**src/rtl/secms_rtc_pkg.sv**
```systemverilog
package secms_rtc_pkg;

    typedef enum logic [1:0] {
        CM_IDLE  = 2'd0,
        CM_ARMED = 2'd1,
        CM_APPLY = 2'd2
    } commit_state_e;

    localparam int A_CTRL    = 0;
    localparam int A_SEC     = 1;
    localparam int A_MS      = 2;
    localparam int A_ALM_SEC = 3;
    localparam int A_ALM_MS  = 4;
    localparam int A_SHD_SEC = 5;
    localparam int A_SHD_MS  = 6;

    localparam int B_EN     = 0;
    localparam int B_CLR    = 1;
    localparam int B_STATUS = 2;
    localparam int B_BUSY   = 3;

endpackage

```
**src/rtl/secms_commit_fsm.sv**
```systemverilog
module secms_commit_fsm
    import secms_rtc_pkg::*;
(
    input  logic clk,
    input  logic rst_n,
    input  logic start,
    input  logic tick,
    output logic busy,
    output logic load
);

    commit_state_e state_q, state_d;

    always_comb begin
        state_d = state_q;
        if (start) begin
            state_d = CM_ARMED;
        end else begin
            unique case (state_q)
                CM_IDLE:  state_d = CM_IDLE;
                CM_ARMED: if (tick) state_d = CM_APPLY;
                CM_APPLY: if (tick) state_d = CM_IDLE;
                default:  state_d = CM_IDLE;
            endcase
        end
    end

    always_ff @(posedge clk or negedge rst_n) begin
        if (!rst_n) state_q <= CM_IDLE;
        else        state_q <= state_d;
    end

    always_comb begin
        busy = 1'b0;
        load = 1'b0;
        unique case (state_q)
            CM_IDLE:  busy = 1'b0;
            CM_ARMED: busy = 1'b1;
            CM_APPLY: begin
                busy = 1'b1;
                load = tick & ~start;
            end
            default:  busy = 1'b0;
        endcase
    end

    a_r5_restart_rearms: assert property (@(posedge clk) disable iff (!rst_n)
        start |=> (busy && !load));
    a_r4_release_after_load: assert property (@(posedge clk) disable iff (!rst_n)
        (load && !start) |=> !busy);
    a_r4_no_load_when_idle: assert property (@(posedge clk) disable iff (!rst_n)
        (!busy && !start) |=> !load);

endmodule

```
**src/rtl/secms_time_counter.sv**
```systemverilog
module secms_time_counter #(
    parameter int SEC_W   = 32,
    parameter int MS_W    = 10,
    parameter int MS_LAST = 999
) (
    input  logic             clk,
    input  logic             rst_n,
    input  logic             tick,
    input  logic             load,
    input  logic [SEC_W-1:0] load_sec,
    input  logic [MS_W-1:0]  load_ms,
    output logic [SEC_W-1:0] cnt_sec,
    output logic [MS_W-1:0]  cnt_ms
);

    localparam logic [MS_W-1:0] MS_LAST_V = MS_W'(MS_LAST);

    logic wrap;
    assign wrap = (cnt_ms >= MS_LAST_V);

    always_ff @(posedge clk or negedge rst_n) begin
        if (!rst_n) begin
            cnt_sec <= '0;
            cnt_ms  <= '0;
        end else if (load) begin
            cnt_sec <= load_sec;
            cnt_ms  <= load_ms;
        end else if (tick) begin
            if (wrap) begin
                cnt_ms  <= '0;
                cnt_sec <= cnt_sec + SEC_W'(1);
            end else begin
                cnt_ms  <= cnt_ms + MS_W'(1);
            end
        end
    end

    a_r2_idle_hold: assert property (@(posedge clk) disable iff (!rst_n)
        (!tick && !load) |=> ($stable(cnt_ms) && $stable(cnt_sec)));
    a_r2_rollover: assert property (@(posedge clk) disable iff (!rst_n)
        (tick && !load && cnt_ms >= MS_LAST_V) |=>
            (cnt_ms == '0 && cnt_sec == $past(cnt_sec) + SEC_W'(1)));
    a_r2_step: assert property (@(posedge clk) disable iff (!rst_n)
        (tick && !load && cnt_ms < MS_LAST_V) |=>
            (cnt_ms == $past(cnt_ms) + MS_W'(1) && $stable(cnt_sec)));
    a_r4_load_value: assert property (@(posedge clk) disable iff (!rst_n)
        load |=> (cnt_ms == $past(load_ms) && cnt_sec == $past(load_sec)));

endmodule

```
**src/rtl/secms_alarm_irq.sv**
```systemverilog
module secms_alarm_irq #(
    parameter int SEC_W = 32,
    parameter int MS_W  = 10
) (
    input  logic             clk,
    input  logic             rst_n,
    input  logic [SEC_W-1:0] cnt_sec,
    input  logic [MS_W-1:0]  cnt_ms,
    input  logic [SEC_W-1:0] alm_sec,
    input  logic [MS_W-1:0]  alm_ms,
    input  logic             en,
    input  logic             clr,
    output logic             status,
    output logic             irq
);

    logic match, match_d, hit;

    assign match = (cnt_sec == alm_sec) && (cnt_ms == alm_ms);
    assign hit   = en & match & ~match_d;

    always_ff @(posedge clk or negedge rst_n) begin
        if (!rst_n) begin
            match_d <= 1'b0;
            status  <= 1'b0;
        end else begin
            match_d <= match;
            status  <= (status & ~clr) | hit;
        end
    end

    assign irq = status & en;

    a_r7_quiet_when_disabled: assert property (@(posedge clk) disable iff (!rst_n)
        !en |=> !$rose(status));
    a_r7_rise_needs_match: assert property (@(posedge clk) disable iff (!rst_n)
        $rose(status) |-> match_d);
    a_r8_clear_effective: assert property (@(posedge clk) disable iff (!rst_n)
        clr |=> (!status || match_d));

endmodule

```
**src/rtl/secms_rtc.sv**
```systemverilog
module secms_rtc
    import secms_rtc_pkg::*;
#(
    parameter int SEC_W   = 32,
    parameter int MS_W    = 10,
    parameter int MS_LAST = 999,
    parameter int DATA_W  = 32,
    parameter int ADDR_W  = 3
) (
    input  logic              clk,
    input  logic              rst_n,
    input  logic              ms_tick,
    input  logic              reg_wr,
    input  logic [ADDR_W-1:0] reg_waddr,
    input  logic [DATA_W-1:0] reg_wdata,
    input  logic              reg_rd,
    input  logic [ADDR_W-1:0] reg_raddr,
    output logic [DATA_W-1:0] reg_rdata,
    output logic              irq
);

    logic [SEC_W-1:0] stg_sec, alm_sec, cnt_sec;
    logic [MS_W-1:0]  stg_ms, alm_ms, cnt_ms, ms_hold;
    logic             en_q, status, busy, load;
    logic             wr_ctrl, wr_sec, wr_ms, wr_asec, wr_ams, clr, cap;

    assign wr_ctrl = reg_wr && (reg_waddr == ADDR_W'(A_CTRL));
    assign wr_sec  = reg_wr && (reg_waddr == ADDR_W'(A_SEC));
    assign wr_ms   = reg_wr && (reg_waddr == ADDR_W'(A_MS));
    assign wr_asec = reg_wr && (reg_waddr == ADDR_W'(A_ALM_SEC));
    assign wr_ams  = reg_wr && (reg_waddr == ADDR_W'(A_ALM_MS));
    assign clr     = wr_ctrl && reg_wdata[B_CLR];
    assign cap     = reg_rd && (reg_raddr == ADDR_W'(A_SHD_SEC));

    always_ff @(posedge clk or negedge rst_n) begin
        if (!rst_n) begin
            stg_sec <= '0;
            stg_ms  <= '0;
            alm_sec <= '0;
            alm_ms  <= '0;
            en_q    <= 1'b0;
            ms_hold <= '0;
        end else begin
            if (wr_sec)  stg_sec <= reg_wdata[SEC_W-1:0];
            if (wr_ms)   stg_ms  <= reg_wdata[MS_W-1:0];
            if (wr_asec) alm_sec <= reg_wdata[SEC_W-1:0];
            if (wr_ams)  alm_ms  <= reg_wdata[MS_W-1:0];
            if (wr_ctrl) en_q    <= reg_wdata[B_EN];
            if (cap)     ms_hold <= cnt_ms;
        end
    end

    secms_commit_fsm u_commit (
        .clk   (clk),
        .rst_n (rst_n),
        .start (wr_ms),
        .tick  (ms_tick),
        .busy  (busy),
        .load  (load)
    );

    secms_time_counter #(
        .SEC_W   (SEC_W),
        .MS_W    (MS_W),
        .MS_LAST (MS_LAST)
    ) u_count (
        .clk      (clk),
        .rst_n    (rst_n),
        .tick     (ms_tick),
        .load     (load),
        .load_sec (stg_sec),
        .load_ms  (stg_ms),
        .cnt_sec  (cnt_sec),
        .cnt_ms   (cnt_ms)
    );

    secms_alarm_irq #(
        .SEC_W (SEC_W),
        .MS_W  (MS_W)
    ) u_alarm (
        .clk     (clk),
        .rst_n   (rst_n),
        .cnt_sec (cnt_sec),
        .cnt_ms  (cnt_ms),
        .alm_sec (alm_sec),
        .alm_ms  (alm_ms),
        .en      (en_q),
        .clr     (clr),
        .status  (status),
        .irq     (irq)
    );

    always_comb begin
        reg_rdata = '0;
        case (reg_raddr)
            ADDR_W'(A_CTRL): begin
                reg_rdata[B_EN]     = en_q;
                reg_rdata[B_STATUS] = status;
                reg_rdata[B_BUSY]   = busy;
            end
            ADDR_W'(A_SEC):     reg_rdata = DATA_W'(stg_sec);
            ADDR_W'(A_MS):      reg_rdata = DATA_W'(stg_ms);
            ADDR_W'(A_ALM_SEC): reg_rdata = DATA_W'(alm_sec);
            ADDR_W'(A_ALM_MS):  reg_rdata = DATA_W'(alm_ms);
            ADDR_W'(A_SHD_SEC): reg_rdata = DATA_W'(cnt_sec);
            ADDR_W'(A_SHD_MS):  reg_rdata = DATA_W'(ms_hold);
            default:            reg_rdata = '0;
        endcase
    end

    a_r4_busy_after_commit: assert property (@(posedge clk) disable iff (!rst_n)
        wr_ms |=> busy);
    a_r6_hold_stable: assert property (@(posedge clk) disable iff (!rst_n)
        !cap |=> $stable(ms_hold));
    a_r9_irq_gated: assert property (@(posedge clk) disable iff (!rst_n)
        !en_q |-> !irq);

endmodule

```
**config.mk**
```make
export PLATFORM = sky130hd
export DESIGN_NAME = secms_rtc
export DESIGN_NICKNAME = d
export VERILOG_FILES = /design/src/rtl/secms_rtc_pkg.sv /design/src/rtl/secms_commit_fsm.sv /design/src/rtl/secms_time_counter.sv /design/src/rtl/secms_alarm_irq.sv /design/src/rtl/secms_rtc.sv
export SDC_FILE = /design/constraint.sdc
export NUM_CORES = 1
export LEC_CHECK = 0
export ABC_AREA = 1
export BUFFER_PORTS_ARGS = -buffer_cell sky130_fd_sc_hd__buf_4
export CORE_ASPECT_RATIO = 1.2
export CORE_UTILIZATION = 30
export CTS_CLUSTER_SIZE = 20
export DETAILED_ROUTE_END_ITERATION = 7
export PLACE_DENSITY_LB_ADDON = 0.12
export SLEW_MARGIN = 40
export SYNTH_ARGS = -nofsm -noshare
export SYNTH_HDL_FRONTEND = slang
export SYNTH_SLANG_ARGS = --single-unit
```
**constraint.sdc**
```tcl
create_clock -name clk -period 2.7 [get_ports clk]
set_input_delay 0.81 -clock clk [delete_from_list [all_inputs] [get_ports clk]]
set_output_delay 0.81 -clock clk [all_outputs]
set_load 0.005 [all_outputs]
```
## Yosys cells after proc, flatten, opt, wreduce, memory -nomap -nowiden

Index checks and enable logic that the tools add are counted.
Widths: inputs -> output; s select.

| operators by class | value |
|---|---|
| multipliers | 0 |
| mux-type cells | 16 |
| shifts and indexed selects | 0 |
| bitwise operators | 9 |
| equality and inequality tests | 16 |
| divide/modulo/power cells | 0 |
| add/subtract/negate cells | 2 |
| order comparisons | 1 |
| reductions and logical operators | 15 |

Operators by type and width:

| kind | count |
|---|---|
| $pmux 28 s6 | 1 |
| $mux 32 | 3 |
| $add 32x1->32 const B | 1 |
| $eq 32x32->1 | 1 |
| $mux 10 | 3 |
| $pmux 2 s7 | 1 |
| $eq 3x2->1 const B | 4 |
| $eq 3x3->1 const B | 4 |
| $add 10x1->10 const B | 1 |
| $eq 10x10->1 | 1 |
| $ge 10x10->1 const B | 1 |
| $logic_and 1x1->1 | 8 |
| $pmux 1 s7 | 1 |
| $eq 3x1->1 const B | 2 |
| $logic_not 3->1 | 2 |
| $mux 2 | 3 |
| $ne 3x2->1 const B | 2 |
| $pmux 1 s6 | 1 |
| $and 1x1->1 | 5 |
| $pmux 2 s2 | 1 |
| $reduce_and 2->1 | 2 |
| $reduce_bool 2->1 | 2 |
| $not 1->1 | 3 |
| $eq 2x1->1 const B | 1 |
| other kinds (4) | 5 |

| storage, ports and cells | value |
|---|---|
| output and inout port bits | 33 |
| flip-flop bits (word level) | 141 |
| RAM bits | 0 |
| bits in read-only memories | 0 |
| bits in latches | 0 |
| memories kept | 0 |

## Logic depth before layout (Yosys ltp)

Gate-level depths: netlist of the first run.

| logic depth | value |
|---|---|
| word-level depth | 7 |
| depth in mapped cells | 10 |

## Hierarchy

Synthesis of the first run repeated with hierarchy kept, for this count alone.

| second synthesis, totals | value |
|---|---|
| cell total of the unflattened synthesis | 1331 |
| area total of the unflattened synthesis | 8939.8 um^2 |

By module, submodules not included:

| module | cells an instance | times used | area each (um^2) |
|---|---|---|---|
| secms_rtc | 647 | 1 | 4789.6 |
| secms_time_counter | 491 | 1 | 3194.3 |
| secms_alarm_irq | 174 | 1 | 818.3 |
| secms_commit_fsm | 19 | 1 | 137.6 |

## Least setup slack after synthesis of the first run

No wires, ideal clock.

| timing | value |
|---|---|
| kind | input port to output port |
| from | input port reg_raddr[0] |
| to | output port reg_rdata[14] |
| required time | 1890 ps |
| stages on the path | 7 |
| arrival | 1560 ps |
| path buffers | 1 |
| path slack | 330 ps |
| path through | inv_1 nor2_1 nand2_1 inv_1 clkbuf_1 nand2_1 o211ai_1 |

| on the way | value |
|---|---|
| word-level cells in the longest chain between the ends | 2 |
| elaborated cells on any way between the ends | 7 |

RTL lines:

| item | line | text |
|---|---|---|
| from (decl) | secms_rtc.sv:17 | `input logic [ADDR_W-1:0] reg_raddr,` |
| $eq 3x3->1 (tied with other cells) | secms_rtc.sv:95 | `case (reg_raddr)` |
| $pmux 28 s6 (*) | secms_rtc.sv:95 |  |
| to (decl) | secms_rtc.sv:18 | `output logic [DATA_W-1:0] reg_rdata,` |

Mark *: on every way between the ends. The rest lies on a longest branch, timed or not.

## Final worst setup path of the first run

| timing | value |
|---|---|
| from | input port reg_raddr[0] |
| to | output port reg_rdata[2] |

| on the way | value |
|---|---|
| word-level cells in the longest chain between the ends | 2 |
| elaborated cells on any way between the ends | 8 |

RTL lines:

| item | line |
|---|---|
| $eq 3x3->1 (tied with other cells) | secms_rtc.sv:95 |
| $pmux 2 s7 (*) | secms_rtc.sv:95 |

Marks and branches as above.

==> flow_summary.toml, run 1 <==
[finish]
drive_above_1_share_pct = 19.0
multi_input_area_sq_um = 4140
area_growth_pct = 25.3
fin_util_pct = 38.2
final_common_cell = "nand2_1"
register_area_sq_um = 3530
insertedDiodeCount = 0
final_cell_mix = "383 x nand2_1, 144 x inv_1, 141 x dfrtp_1"
final_cells = 1603
fillers = 2909
nets = 1297

[min_path]
hold_path_class = "primary input to async pin"

[yosys]
synth_fa_ha_area_share_pct = 0.606
netlist_instances = 1153
synthArstFlopShare_pct = 100
yosys_warnings = 0
synth_top_family_by_area = "simple AND/OR/NAND/NOR gates"
synth-edff-count = 0
yosys_most_used_dff = "dfrtp_1"
synthesis.nets = 1200
synth_compound_area_share_pct = 15.5
synth-simple-area-share_pct = 28.0
synth.cell_area_sq_um = 8260
avgSynthCellArea_sq_um = 7.17
seq_area_frac_synth_pct = 42.7
synthDistinctLibCells = 38
ys_seq_elements = 141
synthMuxAreaShare_pct = 0
synth_xor_area_share_pct = 3.29

[worst_setup_path]
end_kind = "output pin"
path_class = "primary input to output pin"
cp.required_ns = 1.89
r2r-start = "u_count.cnt_ms[0]"
crit_path_start_kind = "primary input"
critPathLaunch = "reg_raddr[0]"
cp.arrival_ns = 1.91
r2r_setup_slack_ns = 0.85
worstPathMaxFanout = 4

[drt]
dr.pass1.iters = 5
vias_per_cell = 4.78
dr_wl_met2_microns = 13600
wl_met1_microns = 11900
drcViolationCount = 0
wl_per_cell_microns = 16.6
dr.max_layer_used = "met4"
totalWireLength_microns = 26500
ant_nets = 0
wl_met3_microns = 683
vias = 7662
first_iter_violations = 353

[run_status]
violations = "negative setup slack"
status = "complete, but fails checks"

[placement]
post-dp-hpwl_microns = 19700
dp_cells = 1563
dpl_worst_slack_ns = -0.128
place.gp.congestion = 0.871
portBuffers = 75

[global_route]
grt_pass1_wl_microns = 42200
grt_max_degree = 65
grt_pass1_vias = 7474
grt_usage_pct = 19.7
antenna_found_initial = 0
grt_overflow = 0

[power]
power_density_nw_per_um2 = 816
p_leak_nw = 5.01
peakVddDrop_v = 0.000385

[timing]
fin_crit_sh_pct = 101
setup_tns_ns = -0.0239
rsz0062_at_grt = "true"
finalSetupViolCount = 2
relSlewSlack_pct = 67.9
timing.fmax_mhz = 368
drv_slew = 0
hold_viol = 0
worst-slew-pin-transition_ns = 0.481
fin_skew_ns = 0.0108
fin_crit_ns = 2.72
worst_slack_ns = -0.0154

[die]
die_y_microns = 184
row_count = 66
core_sq_um = 27100
start_util_pct = 30.5
dieArea_sq_um = 28200
chipWidth_microns = 153
io_pins = 76

[clock_tree]
cts_root_buf = "clkbuf_16"
clk_latency_ns = 0.43
cts_tree = "built"
cts_max_level = 4
cts_sinks = 141
path_clk_slew_ns = 0.06
numCtsBuffers = 17
clockBufferDepth = 2
hold_buffers = 0

[flow_run]
cap_violations = 0
report_power, final:
group	switching, mW	internal (mW)
clock network	1.04	1.24
registers	0.757	2.70
logic	1.59	1.12
metal layers:
| metal | GRT usage [%] | vias to the layer above |
|---|---|---|
| li1 | - | 3876 |
| met2 | 35.1 | 122 |
| met5 | 0 | - |
| met4 | 5.12 | 0 |
| met3 | 2.88 | 23 |
| met1 | 24.7 | 3641 |
final cells by class:
| type | count | share of cell area (%) |
|---|---|---|
| Clock buffer | 19 | 4.37 |
| Sequential cell | 141 | 34.1 |
| Timing Repair Buffer | 123 | 10.7 |
| Clock inverter | 13 | 1.02 |
| Inverter | 156 | 5.73 |
| Tap cell | 340 | 4.11 |
| Multi-Input combinational cell | 811 | 40.0 |
Yosys cell counts (5+ instances only):
cell / count / share of area [%]
nand2_1: 391 / 18
buf_6: 5 / 0.68
nor2_1: 81 / 3.7
nand3_1: 56 / 3.4
a21oi_1: 26 / 1.6
a22oi_1: 6 / 0.55
xnor2_1: 19 / 2.0
nor2_4: 6 / 0.82
buf_2: 14 / 0.85
o21ai_0: 112 / 6.8
nand4_1: 6 / 0.45
o22ai_1: 9 / 0.68
o221ai_1: 22 / 2.3
a21oi_2: 12 / 1.3
o2111ai_1: 6 / 0.64
xor2_1: 12 / 1.3
clkbuf_1: 24 / 1.1
dfrtp_1: 141 / 43
nor2_2: 6 / 0.45
inv_1: 149 / 6.8
o21ai_1: 16 / 0.97
per-stage QoR:
step | cell area, sq um | power [mW] | hold WS [ns]
after floorplan | 8260 | 5.15 | 0.453
after global placement | 9460 | 6.12 | 0.468
after detailed placement | 9460 | 6.13 | 0.473
after CTS | 10200 | 8.53 | 0.301
after global routing | 10400 | 9.11 | 0.317
final | 10400 | 8.45 | 0.300
worst max-delay path, cell delays in order:
cell	delay, ns
buf_8	0.10
buf_6	0.11
nand3_4	0.08
clkinvlp_4	0.11
buf_6	0.14
nand2_1	0.06
o21ai_1	0.06
nor2_1	0.12
o2111ai_2	0.14
buf_4	0.17
flip-flops by register name, summed over array words and instances (netlist names):
signal and count:
stg_ms 10, alm_sec 32, stg_sec 32, u_alarm.status 1, ms_hold 10, en_q 1
u_count.cnt_ms 10, u_commit.state_q 2, alm_ms 10, u_alarm.match_d 1, u_count.cnt_sec 32
what timing repair did:
action	4_1_cts	5_1_grt
endpoints found under the setup margin	23	32
cloned	0	0
resized for setup	30	32
pin swaps	8	12
buffers inserted	6	3
worst paths after layout:
check,end,cells past startpoint
max,reg_rdata[2],10
min,stg_sec[10],1
max reg2reg,u_count.cnt_sec[13],10
min reg2reg,ms_hold[1],2
max in group asynchronous,u_alarm.status,2
min in group clk,ms_hold[1],2
logic make-up after synthesis:
| group | Yosys count |
|---|---|
| and+or+nand+nor | 560 |
| AOI/OAI and AO/OA | 216 |
| buffers and inverters | 201 |
| DFF | 141 |
| xor gates and xnor gates | 31 |
| adders and majority gates | 4 |
(Power assumes the default switching activity.)
==> run 2, diff against run 1 <==
Settings changed: SETUP_SLACK_MARGIN from default to 0.02.
==> flow_summary.toml, run 2 (same netlist as run 1, synthesis figures left out) <==
[run_status]
status = "complete, but fails checks"
violations = "negative setup slack"

[drt]
ant_nets = 0
drcViolationCount = 0
wl_per_cell_microns = 16.6
totalWireLength_microns = 26500
first_iter_violations = 422
dr.pass1.iters = 7
vias = 7686
vias_per_cell = 4.79

[timing]
worst-slew-pin-transition_ns = 0.484
rsz0062_at_grt = "true"
setup_tns_ns = -0.0335
relSlewSlack_pct = 67.7
fin_crit_sh_pct = 101
fin_skew_ns = 0.0107
timing.fmax_mhz = 368
fin_crit_ns = 2.72
finalSetupViolCount = 4
hold_viol = 0
whs_ns = 0.300
drv_slew = 0
worst_slack_ns = -0.0160

[worst_setup_path]
path_class = "primary input to output pin"
max_stage_delay_ns = 0.23
cp.required_ns = 1.89
r2r-end = "u_count.cnt_sec[28]"
r2r-start = "u_count.cnt_sec[0]"
crit_family = "buffers and inverters"
cp_slowest_cell = "o221ai_1"
cp.depth = 7
cp.buffers_inverters = 5
crit_path_start_kind = "primary input"
r2r_setup_slack_ns = 0.85
path_cells = "buf_4 > inv_2 > nand3_4 > buf_4 > buf_12 > o221ai_1 > buf_4"
crit_top_cell = "buf_4"
cp.arrival_ns = 1.91
worstPathMaxFanout = 8
end_kind = "output pin"
r2r_cells = 10

[flow_run]
cap_violations = 0

[clock_tree]
cts_tree = "built"
hold_buffers = 0
numCtsBuffers = 17
clk_latency_ns = 0.43
cts_max_level = 4
cts_root_buf = "clkbuf_16"
clockBufferDepth = 2
path_clk_slew_ns = 0.06
cts_sinks = 141

[finish]
area_growth_pct = 24.7
nets = 1297
drive_above_1_share_pct = 18.3
final_cell_mix = "384 x nand2_1, 145 x inv_1, 141 x dfrtp_1"
design_area_sq_um = 10300
final_common_cell = "nand2_1"
reg_top3 = "alm_sec: 32 flops, stg_sec: 32 flops, u_count.cnt_sec: 32 flops"
insertedDiodeCount = 0
fin_util_pct = 38.0
final_cells = 1603

[placement]
place.gp.congestion = 0.871
dpl_worst_slack_ns = -0.128
dp_cells = 1563
post-dp-hpwl_microns = 19700
portBuffers = 75
place_area_sq_um = 9460

[power]
power_mw = 8.43
power_density_nw_per_um2 = 818
peakVddDrop_v = 0.000384
p_leak_nw = 4.99

[global_route]
grt_pass1_wl_microns = 42100
grt_max_degree = 65
grt_overflow = 0
grt_pass1_vias = 7470
antenna_found_initial = 0
grt_usage_pct = 19.6

[die]
dieArea_sq_um = 28200
die_y_microns = 184
row_count = 66
io_pins = 76
start_util_pct = 30.5
chipWidth_microns = 153
core_sq_um = 27100

[min_path]
hold_path_class = "primary input to async pin"
## run 2: changes by cell type in the layout (fill, tap and decap cells not counted), moves of 2 or more
| cell | previous run | this run |
|---|---|---|
| o2111ai_2 | 5 | 3 |
| o2111ai_1 | 1 | 3 |
| a21oi_1 | 23 | 25 |
| a21oi_2 | 15 | 13 |
## run 2: worst max-delay path by stage
stage | from | end
final | reg_raddr[2] | reg_rdata[22]
after global routing | reg_raddr[1] | reg_rdata[4]
after detailed placement | reg_raddr[2] | reg_rdata[15]
after global placement | reg_raddr[0] | reg_rdata[9]
after floorplan | reg_raddr[0] | reg_rdata[14]
after CTS | reg_raddr[0] | reg_rdata[4]
## run 2: report_power, final
part / switching [mW] / leakage [nW] / total (mW) / internal, mW
clock: 1.04 / 0.269 / 2.29 / 1.24
combinational: 1.58 / 2.97 / 2.69 / 1.11
sequential: 0.753 / 1.75 / 3.45 / 2.70
## run 2: repair_timing
item | CTS | global route
setup buffers | 3 | 5
resized for setup | 24 | 26
pin swaps | 6 | 4
endpoints found under the setup margin | 24 | 32
## run 2: final cells by class
cell class,count,area [sq um]
inverters,156,593
repair buffers,123,1110
clock buffers,19,453
flip-flops and latches,141,3530
multi-input cells,811,4090
clock inverters,13,105
fillers,2917,16800
well taps,340,425
## run 2: routing by layer
metal  global-route usage (%)  wire length [microns]  vias to the layer above  part of all wire, %
met5                        0                      0                        -                    0
met4                     5.12                    401                        0                  1.5
met3                     2.88                    737                       25                  2.8
met2                     35.1                  13500                      126                   51
met1                     24.6                  11900                     3651                   45
li1                         -                      -                     3884                    -
==> run 3, diff against run 2 <==
Settings changed: ABC_AREA 1 to default, TNS_END_PERCENT from default to 20.
==> flow_summary.toml, run 3 <==
[run_status]
status = "complete, but fails checks"
violations = "design-rule violations, negative setup slack"

[die]
row_count = 65
die_y_microns = 183
start_util_pct = 30.8
dieArea_sq_um = 27900
chipWidth_microns = 153
io_pins = 76
core_sq_um = 26500

[yosys]
avgSynthCellArea_sq_um = 9.86
synth.top_cells.by_count = "141 x dfrtp_1, 83 x mux2_2, 72 x nand2_1"
synth_top_family_by_area = "simple AND/OR/NAND/NOR gates"
synth_top_area_cell = "dfrtp_1"
synth_compound_area_share_pct = 13.8
synth.top_cell.area_share_pct = 43.2
synth_fa_ha_area_share_pct = 0.613
yosys_warnings = 0
synthesis.nets = 876
synthDistinctLibCells = 70
synth_xor_area_share_pct = 4.50
synth-simple-area-share_pct = 17.9
synth_most_common_cell = "dfrtp_1"
synth.cell_area_sq_um = 8170
synthArstFlopShare_pct = 100
seq_area_frac_synth_pct = 43.2
ys_seq_elements = 141
yosys_most_used_dff = "dfrtp_1"
netlist_instances = 829
synth_area_leaders = "dfrtp_1 43%, mux2_2 11%, mux2i_1 4.0%"
synthMuxAreaShare_pct = 15.9
synth-edff-count = 0

[power]
p_leak_nw = 4.47
peakVddDrop_v = 0.000412
power_density_nw_per_um2 = 720
power_mw = 7.47

[drt]
vias_per_cell = 5.30
first_iter_violations = 434
ant_nets = 0
vias = 6772
dr.pass1.iters = 8
totalWireLength_microns = 27100
wl_per_cell_microns = 21.2
drcViolationCount = 9

[finish]
nets = 978
drive_above_1_share_pct = 31.5
area_growth_pct = 26.8
final_cell_mix = "141 x dfrtp_1, 120 x buf_4, 83 x mux2_2"
reg_top3 = "alm_sec: 32 flops, stg_sec: 32 flops, u_count.cnt_sec: 32 flops"
design_area_sq_um = 10400
fin_util_pct = 39.1
final_common_cell = "dfrtp_1"
insertedDiodeCount = 0

[placement]
place_area_sq_um = 9470
dpl_worst_slack_ns = -0.136
place.gp.congestion = 0.842
post-dp-hpwl_microns = 19800
portBuffers = 75

[worst_setup_path]
path_class = "flop to output pin"
crit_top_cell = "inv_2"
cp.buffers_inverters = 3
r2r-start = "u_count.cnt_ms[0]"
end_kind = "output pin"
r2r-end = "u_count.cnt_ms[7]"
cp.required_ns = 1.89
r2r_cells = 6
max_stage_delay_ns = 0.46
path_cells = "inv_2 > ha_4 > inv_2 > mux4_2 > nor2_2 > a21oi_2 > buf_4"
crit_family = "multiplexers"
worstPathMaxFanout = 2
crit_path_start_kind = "flop"
r2r_setup_slack_ns = 0.35
cp.arrival_ns = 1.91
cp_slowest_cell = "mux4_2"

[timing]
worst-slew-pin-transition_ns = 0.652
relSlewSlack_pct = 56.1
finalSetupViolCount = 1
fin_crit_ns = 2.72
fin_skew_ns = 0.0124
hold_viol = 0
worst_slack_ns = -0.0225
drv_slew = 0
rsz0062_at_grt = "true"
fin_crit_sh_pct = 101
setup_tns_ns = -0.0225
timing.fmax_mhz = 367

[flow_run]
cap_violations = 0

[clock_tree]
path_clk_slew_ns = 0.07
cts_root_buf = "clkbuf_16"
clockBufferDepth = 2
cts_tree = "built"
hold_buffers = 0
cts_max_level = 4
cts_sinks = 141
numCtsBuffers = 17
clk_latency_ns = 0.43

[global_route]
antenna_found_initial = 0
grt_pass1_vias = 6825
grt_overflow = 0
grt_pass1_wl_microns = 41800
grt_max_degree = 46
grt_usage_pct = 19.9

[min_path]
hold_path_class = "primary input to async pin"
-- run 3: area by class of cell --
cell class / instances / area [sq um]
inverters: 20 / 75.1
well taps: 335 / 419
flip-flops and latches: 141 / 3530
clock inverters: 13 / 189
multi-input cells: 609 / 4420
repair buffers: 142 / 1300
clock buffers: 18 / 429
fillers: 2664 / 16100
-- run 3: worst max-delay path by stage --
stage | start | end | slack [ns] | depth (start not counted)
6_report | u_commit.state_q[0] | reg_rdata[3] | -0.02 | 7
5_1_grt | u_commit.state_q[0] | reg_rdata[3] | -0.09 | 7
4_1_cts | u_commit.state_q[0] | reg_rdata[3] | -0.06 | 7
3_5_place_dp | reg_raddr[2] | reg_rdata[9] | -0.14 | 7
3_3_place_gp | reg_raddr[2] | reg_rdata[7] | -0.14 | 7
2_1_floorplan | reg_raddr[1] | reg_rdata[5] | -0.06 | 7
-- run 3: layer usage --
layer / up-vias / global-route usage [%] / part of all wire [%] / wire length (microns)
met2: 163 / 32.8 / 48 / 13000
met5: - / 0 / 0 / 0
met4: 0 / 5.58 / 1.6 / 433
li1: 3203 / - / - / -
met1: 3379 / 27.0 / 47 / 12600
met3: 27 / 3.19 / 3.9 / 1050
-- run 3: worst reg2reg max path, stage by stage, from the launching register on --
cell      delay [ns]
dfrtp_1         0.47
ha_1            0.29
a211oi_2        0.55
nor3_1          0.21
or2_1           0.33
o31ai_1         0.27
a22o_1          0.18
-- run 3: cells by family after synthesis --
| logic type | count (synthesis) |
|---|---|
| AO/OA/AOI/OAI | 171 |
| XOR/XNOR | 42 |
| adder cells (fa/ha/maj) | 4 |
| buffers and inverters | 79 |
| flip-flops | 141 |
| multiplexers | 118 |
| AND/OR/NAND/NOR | 274 |
-- run 3: through the flow --
step / instances / hold WS, ns
final: 1278 / 0.323
after global routing: 1278 / 0.343
after CTS: 1272 / 0.323
after detailed placement: 1236 / 0.475
after global placement: 1236 / 0.482
after floorplan: 829 / 0.450
-- run 3: report_power, final --
group	switching [mW]	internal (mW)	total (mW)
sequential	0.594	2.57	3.17
clock	0.988	1.55	2.54
combinational	0.869	0.892	1.76
-- run 3: timing repair --
item | CTS | global route
gates resized for setup | 17 | 22
setup endpoints to repair | 32 | 32
pin swaps | 3 | 8
gates cloned | 1 | 1
buffers inserted | 4 | 5
